===== src/rtl/shader_prog_seq_pkg.sv =====
package shader_prog_seq_pkg;
   localparam int WORD_W  = 32;
   localparam int WORDS   = 4;
   localparam int INST_W  = WORD_W * WORDS;

   // field positions inside the 128-bit instruction
   localparam int OPH_BIT   = 0;               // opcode high bit, word 0
   localparam int COND_BIT  = 14;              // condition-test enable, word 0
   localparam int OPL_LSB   = WORD_W + 28;     // opcode low nibble, word 1
   localparam int TGT_LSB   = 2 * WORD_W + 2;  // jump target, word 2
   localparam int LAST_BIT  = 3 * WORD_W;      // end-of-program flag, word 3

   typedef logic [4:0] sop_t;
   localparam sop_t SOP_JMP  = 5'h09;
   localparam sop_t SOP_CALL = 5'h0B;
   localparam sop_t SOP_RET  = 5'h0C;

   function automatic sop_t get_sop(input logic [INST_W-1:0] ins);
      return {ins[OPH_BIT], ins[OPL_LSB +: 4]};
   endfunction
endpackage


===== src/rtl/seq_inst_store.sv =====
module seq_inst_store #(
   parameter int ADDR_W = 4,
   parameter int DATA_W = 128
) (
   input  logic              clk,
   input  logic              wr_en,
   input  logic [ADDR_W-1:0] wr_addr,
   input  logic [DATA_W-1:0] wr_data,
   input  logic [ADDR_W-1:0] rd_addr,
   output logic [DATA_W-1:0] rd_data
);
   localparam int DEPTH = 1 << ADDR_W;

   logic [DATA_W-1:0] mem_q [DEPTH];

   always_ff @(posedge clk) begin
      if (wr_en) mem_q[wr_addr] <= wr_data;
   end

   assign rd_data = mem_q[rd_addr];
endmodule


===== src/rtl/seq_ret_stack.sv =====
module seq_ret_stack #(
   parameter int DEPTH = 4,
   parameter int DW    = 4
) (
   input  logic          clk,
   input  logic          rst_n,
   input  logic          clr,
   input  logic          push,
   input  logic          pop,
   input  logic [DW-1:0] din,
   output logic [DW-1:0] top,
   output logic          empty,
   output logic          full
);
   localparam int CW = $clog2(DEPTH + 1);

   logic [CW-1:0] cnt_q;

   always_ff @(posedge clk or negedge rst_n) begin
      if (!rst_n)    cnt_q <= '0;
      else if (clr)  cnt_q <= '0;
      else if (push) cnt_q <= cnt_q + 1'b1;
      else if (pop)  cnt_q <= cnt_q - 1'b1;
   end

   assign empty = (cnt_q == '0);
   assign full  = (cnt_q == CW'(DEPTH));

   generate
      if (DEPTH == 1) begin : g_single
         logic [DW-1:0] ent_q;
         always_ff @(posedge clk) begin
            if (push) ent_q <= din;
         end
         assign top = ent_q;
      end else begin : g_array
         logic [DW-1:0] ent_q [DEPTH];
         always_ff @(posedge clk) begin
            if (push) ent_q[cnt_q] <= din;
         end
         assign top = ent_q[cnt_q - 1'b1];
      end
   endgenerate

   assert_no_push_full_R8: assert property (@(posedge clk) disable iff (!rst_n)
      push |-> !full);
   assert_no_pop_empty_R7: assert property (@(posedge clk) disable iff (!rst_n)
      pop |-> !empty);
endmodule


===== src/rtl/shader_prog_seq.sv =====
module shader_prog_seq
   import shader_prog_seq_pkg::*;
#(
   parameter int ADDR_W      = 4,
   parameter int STACK_DEPTH = 4
) (
   input  logic              clk,
   input  logic              rst_n,
   input  logic              up_from_valid,
   input  logic [ADDR_W-1:0] up_from_idx,
   input  logic              up_wr_valid,
   input  logic [127:0]      up_wr_data,
   input  logic              start_valid,
   input  logic [ADDR_W-1:0] start_idx,
   input  logic              cond_pass,
   output logic              busy,
   output logic [ADDR_W-1:0] inst_idx,
   output logic [127:0]      inst_data,
   output logic              done,
   output logic              stack_ovf
);
   generate
      if (ADDR_W < 1 || ADDR_W > 8) begin : g_bad_addr
         $error("shader_prog_seq: ADDR_W must be 1..8");
      end
      if (STACK_DEPTH < 1) begin : g_bad_stack
         $error("shader_prog_seq: STACK_DEPTH must be at least 1");
      end
      if (TGT_LSB + ADDR_W > LAST_BIT) begin : g_bad_tgt
         $error("shader_prog_seq: target field overruns word 3");
      end
   endgenerate

   logic              run_q, done_q, ovf_q;
   logic [ADDR_W-1:0] pc_q, pc_d, up_ptr_q;
   logic [INST_W-1:0] ins;
   logic [ADDR_W-1:0] stk_top;
   logic              stk_empty, stk_full, stk_push, stk_pop;
   logic              start_acc, from_acc, wr_acc;
   logic              is_last, cond_ok, take_jmp, take_call, take_ret;
   logic              finish, ovf_set;
   logic [ADDR_W-1:0] tgt, wr_addr;
   sop_t              sop;

   // ---------------- upload path ----------------
   assign from_acc  = up_from_valid & ~run_q;
   assign wr_acc    = up_wr_valid   & ~run_q;
   assign start_acc = start_valid   & ~run_q;
   assign wr_addr   = from_acc ? up_from_idx : up_ptr_q;

   always_ff @(posedge clk or negedge rst_n) begin
      if (!rst_n)        up_ptr_q <= '0;
      else if (from_acc) up_ptr_q <= up_from_idx + ADDR_W'(wr_acc);
      else if (wr_acc)   up_ptr_q <= up_ptr_q + 1'b1;
   end

   seq_inst_store #(.ADDR_W(ADDR_W), .DATA_W(INST_W)) u_store (
      .clk     (clk),
      .wr_en   (wr_acc),
      .wr_addr (wr_addr),
      .wr_data (up_wr_data),
      .rd_addr (pc_q),
      .rd_data (ins)
   );

   // ---------------- sequencing decode ----------------
   assign sop       = get_sop(ins);
   assign tgt       = ins[TGT_LSB +: ADDR_W];
   assign is_last   = ins[LAST_BIT];
   assign cond_ok   = ~ins[COND_BIT] | cond_pass;
   assign take_jmp  = run_q & ~is_last & cond_ok & (sop == SOP_JMP);
   assign take_call = run_q & ~is_last & cond_ok & (sop == SOP_CALL);
   assign take_ret  = run_q & ~is_last & cond_ok & (sop == SOP_RET);

   assign stk_push = take_call & ~stk_full;
   assign ovf_set  = take_call &  stk_full;
   assign stk_pop  = take_ret  & ~stk_empty;
   assign finish   = run_q & (is_last | (take_ret & stk_empty));

   always_comb begin
      pc_d = pc_q + 1'b1;
      if (take_jmp || stk_push) pc_d = tgt;
      else if (stk_pop)         pc_d = stk_top;
   end

   seq_ret_stack #(.DEPTH(STACK_DEPTH), .DW(ADDR_W)) u_stack (
      .clk   (clk),
      .rst_n (rst_n),
      .clr   (start_acc),
      .push  (stk_push),
      .pop   (stk_pop),
      .din   (pc_q + 1'b1),
      .top   (stk_top),
      .empty (stk_empty),
      .full  (stk_full)
   );

   // ---------------- run state ----------------
   always_ff @(posedge clk or negedge rst_n) begin
      if (!rst_n) begin
         run_q  <= 1'b0;
         pc_q   <= '0;
         done_q <= 1'b0;
         ovf_q  <= 1'b0;
      end else begin
         done_q <= finish;
         if (start_acc) begin
            run_q <= 1'b1;
            pc_q  <= start_idx;
            ovf_q <= 1'b0;
         end else if (run_q) begin
            if (finish) run_q <= 1'b0;
            else        pc_q  <= pc_d;
            if (ovf_set) ovf_q <= 1'b1;
         end
      end
   end

   assign busy      = run_q;
   assign inst_idx  = pc_q;
   assign inst_data = ins;
   assign done      = done_q;
   assign stack_ovf = ovf_q;

   // ---------------- assertions ----------------
   assert_start_entry_R2: assert property (@(posedge clk) disable iff (!rst_n)
      $rose(busy) |-> ($past(start_valid) && inst_idx == $past(start_idx)));
   assert_done_after_run_R3: assert property (@(posedge clk) disable iff (!rst_n)
      done |-> (!busy && $past(busy)));
   assert_ovf_on_full_R8: assert property (@(posedge clk) disable iff (!rst_n)
      $rose(stack_ovf) |-> ($past(busy) && $past(stk_full)));
   assert_ptr_frozen_R9: assert property (@(posedge clk) disable iff (!rst_n)
      busy |=> $stable(up_ptr_q));
endmodule


===== config.mk =====
export PLATFORM = sky130hd
export DESIGN_NAME = shader_prog_seq
export DESIGN_NICKNAME = d
export VERILOG_FILES = /design/src/rtl/shader_prog_seq_pkg.sv /design/src/rtl/seq_inst_store.sv /design/src/rtl/seq_ret_stack.sv /design/src/rtl/shader_prog_seq.sv
export SDC_FILE = /design/constraint.sdc
export NUM_CORES = 2
export LEC_CHECK = 0
export BUFFER_PORTS_ARGS = -buffer_cell sky130_fd_sc_hd__buf_2
export CAP_MARGIN = 20
export CELL_PAD_IN_SITES_DETAIL_PLACEMENT = 1
export CELL_PAD_IN_SITES_GLOBAL_PLACEMENT = 1
export CORE_ASPECT_RATIO = 1.75
export CORE_MARGIN = 5
export CORE_UTILIZATION = 55
export CTS_CLUSTER_DIAMETER = 60
export DETAILED_ROUTE_END_ITERATION = 10
export PLACE_DENSITY = 0.79
export SLEW_MARGIN = 20
export SYNTH_ARGS = -nofsm -noshare
export SYNTH_HDL_FRONTEND = slang
export SYNTH_SLANG_ARGS = --single-unit

===== constraint.sdc =====
create_clock -name clk -period 9.1 [get_ports clk]
set_input_delay 1.82 -clock clk [delete_from_list [all_inputs] [get_ports clk]]
set_output_delay 1.82 -clock clk [all_outputs]
set_load 0.005 [all_outputs]

==> results by group <==
Timing
  – Min cycle time layout: between 6 and 7 ns
  – Fin. Hold Viols: 0
  – Layout Skew: roughly 0.053 ns
  – Tcrit/Tclk final: 66.1%
  – Unrepaired setup endpoints after global routing: false
  – Worst slew margin: 22.8%
  – Worst hold slack: 0.584 ns
  – Slew @ Worst Pin: 1.16 ns
  – Final setup vio count: 0
  – Max Freq: ~170 MHz
  – Slew Viols, Final: 0
  – PnR worst setup slack: roughly 3.1 ns
  – Setup_tns: 0 ns

Yosys
  – Post-synth EDFFs: 2064
  – Mapped Cells: 3126
  – Post-synthesis register bit count: about 2100
  – Synth cell types: 54
  – Yosys warns: 0
  – Mapped cell area: 0.0788 mm^2
  – Synth Area per Inst: 25.2 um^2
  – Post-Syn Nets: between 3000 and 4000
  – Register area share after synthesis: 79.1%
  – Ys async rst share: 0.674%
  – Ys flop type: edfxtp_1

Clock tree
  – Max clock buf depth: 3
  – Register clock-pin slew on the reported worst setup and hold paths: ~0.07 ns
  – Worst-Skew Late Latency: around 0.81 ns
  – # H-tree levels: 4
  – Post-CTS resize count: 0
  – Clock root cell: clkbuf_16
  – Setup bufs post-CTS: 0
  – Clock sinks: 2078
  – Hold_buf cts: 0
  – Num CTS Buffers: between 150 and 200
  – CTS tree: built

Power and ir drop
  – Net Switching: 7.42 mW
  – Total chip power: about 26 mW
  – Int Power: 18.7 mW
  – Maximum vdd drop: between 0.0003 and 0.0004 V
  – Seq pwr share: 43.5%
  – Leakage Power: 27.5 nW
  – PwrDens: 295 mW/mm^2
  – Clock share of power: 28.8%
  – Switching part of the total: 28.5%
  – Logic gate share of total power: 27.7%

Worst setup path
  – Critical Path RT: 7.28 ns
  – Worst Setup End Kind: primary output
  – Critical Path Max Stage Delay: 0.90 ns
  – Critical path arrival: 4.20 ns
  – Setup Crit Path Kind: reg -> out
  – Crit path buf inv count: 3
  – Delay-heaviest family, CP: buffers and inverters
  – Worst path cell trace: buf_12 -> buf_12 -> mux4_2 -> nor2b_1 -> a211oi_1 -> a21oi_1 -> buf_2
  – Crit start category: register
  – CP dominant cell by count: buf_12
  – Slowest CP cell: dfrtp_4
  – Critical-path maximum fanout: 61

Placed design
  – Routability cong.: ~0.77
  – DPL Wire Length: just over 90 mm
  – Placed Instance Area: 0.0826 mm^2
  – PortBufs: 276
  – Pre-CTS setup slack: roughly 4.0 ns

Layout
  – Nets: 3641
  – Share of post-route cells with drive strength above 1: 34.1%
  – Final instance area: 0.0884 mm^2
  – Layout area overhead: 12.3%
  – Number of fill cells in the layout: 11000

Global routing
  – First-pass GRT wire length: 272 mm
  – Vias in the first global route: 38500
  – Initial antenna violation count: 40
  – Pin count of the biggest net entering global routing: roughly 150
  – Gr usage total: 25.0%
  – Total gr overflow: 0

Drt
  – Antenna Nets Post-Route: 0
  – DR WL/cell: 33.8 um
  – Drc violations: 0
  – Initial DRC count: 3294
  – Vias after detailed routing: about 36000
  – Drt pass-1 iters: 6
  – Final Routed Wirelength: ~190 mm
  – Vias per cell: 6.46

Floorplanning
  – Die Y: just over 500 um
  – Row count: between 150 and 200
  – Core box area: 0.142 mm^2
  – Effective utilization at floorplan: 55.4%
  – Die area: 0.151 mm^2
  – Die X: 296 um
  – I/O Pins: 277

Flow run
  – Max capacitance violation total: 0

Run status
  – Status: finished, final reports clean

Min path
  – Worst Hold Class: reg -> reg
## synth_stat cells, types with 16 or more instances
library cell	instances	area (um^2)
a211oi_1	16	120
a21oi_1	21	105
buf_1	21	78.8
buf_2	58	290
clkbuf_1	69	259
edfxtp_1	2064	62000
mux2i_1	39	390
mux4_2	613	13800
nand2_1	23	86.3
nor2_1	25	93.8
nor2b_1	23	144
o21ai_0	18	90.1
## state kept, by name, summed over array words and instances (netlist names)
register / count
u_stack.cnt_q: 3
up_ptr_q: 4
u_store.mem_q: 2048
done: 1
busy: 1
u_stack.g_array.ent_q: 16
stack_ovf: 1
inst_idx: 4
## tightest hold or removal path: stages (launching register included)
cell     delay [ns]
dfrtp_1        0.41
inv_1          0.06
o22ai_1        0.07
## placed cells by master, fill, tap and decap left out, types with 7 or more instances in the layout
| cell | Yosys | final |
|---|---|---|
| o21ai_0 | 18 | 18 |
| buf_4 | 4 | 41 |
| a31oi_1 | 8 | 8 |
| edfxtp_1 | 2064 | 2064 |
| a22oi_1 | 11 | 11 |
| clkbuf_16 | 0 | 184 |
| clkinvlp_4 | 0 | 7 |
| nand2_1 | 23 | 23 |
| nor2b_1 | 23 | 23 |
| inv_1 | 11 | 11 |
| diode_2 | 0 | 26 |
| mux2i_1 | 39 | 39 |
| nand3_1 | 9 | 9 |
| buf_2 | 58 | 276 |
| nor2_4 | 0 | 16 |
| mux4_2 | 613 | 613 |
| clkbuf_1 | 69 | 43 |
| clkinv_1 | 0 | 28 |
| buf_12 | 0 | 21 |
| bufinv_16 | 0 | 12 |
| a211oi_1 | 16 | 16 |
| dfrtp_1 | 14 | 10 |
| clkinv_2 | 0 | 30 |
| a21oi_1 | 21 | 21 |
| ha_1 | 9 | 9 |
| nor2_1 | 25 | 9 |
## per-stage QoR
step,std cells,utilization [%]
2_1_floorplan,3126,-
3_3_place_gp,5158,58.1
3_5_place_dp,5158,58.1
4_1_cts,5482,62.1
5_1_grt,5484,62.1
6_report,5508,62.2
## routing by layer
layer  part of all wire, %  global-route usage (%)  vias up
met5                  0.14                       0        -
met4                   2.5                    6.90       38
met3                   7.7                    5.69      329
met2                    51                    41.9     1447
met1                    38                    33.7    19400
li1                      -                       -    14400
## power by group through the flow
stage | combinational, mW | clock, mW | sequential (mW)
after floorplan | 4.90 | 0 | 11.5
after global placement | 7.20 | 0 | 11.5
after detailed placement | 7.31 | 0 | 11.6
after CTS | 7.37 | 7.68 | 11.4
after global routing | 7.68 | 8.15 | 11.4
final | 7.22 | 7.52 | 11.3
## worst paths after layout
kind / startpoint / end / slack (ns) / cells past startpoint
min: stack_ovf / stack_ovf / 0.58 / 2
max reg2reg: inst_idx[0] / inst_idx[3] / 4.67 / 8
min reg2reg: stack_ovf / stack_ovf / 0.58 / 2
max in group asynchronous: rst_n / inst_idx[1] / 7.87 / 1
max: inst_idx[0] / inst_data[31] / 3.08 / 7
min in group asynchronous: rst_n / inst_idx[0] / 0.92 / 1
## cells by family (layout without fill, tap and decap cells)
logic type	count (synthesis)	count (layout)	share of synthesized area (%)
other	0	26	0
AO/OA/AOI/OAI	94	94	0.810
multiplexers	652	652	18.0
AND/OR/NAND/NOR	121	121	0.874
adder cells (fa/ha/maj)	9	9	0.143
XOR/XNOR	5	5	0.0556
buffers and inverters	167	673	0.945
flip-flops	2078	2078	79.1
## cell type report
type / instances / area (um^2) / share of cell area, %
flip-flops and latches: 2078 / 62300 / 70.5
multi-input cells: 881 / 15800 / 17.9
clock buffers: 229 / 4790 / 5.42
well taps: 1850 / 2310 / 2.62
repair buffers: 338 / 2110 / 2.39
clock inverters: 95 / 951 / 1.08
diodes: 26 / 65.1 / 0.0736
inverters: 11 / 41.3 / 0.0467
No activity file was read; power rests on OpenSTA's default activity.
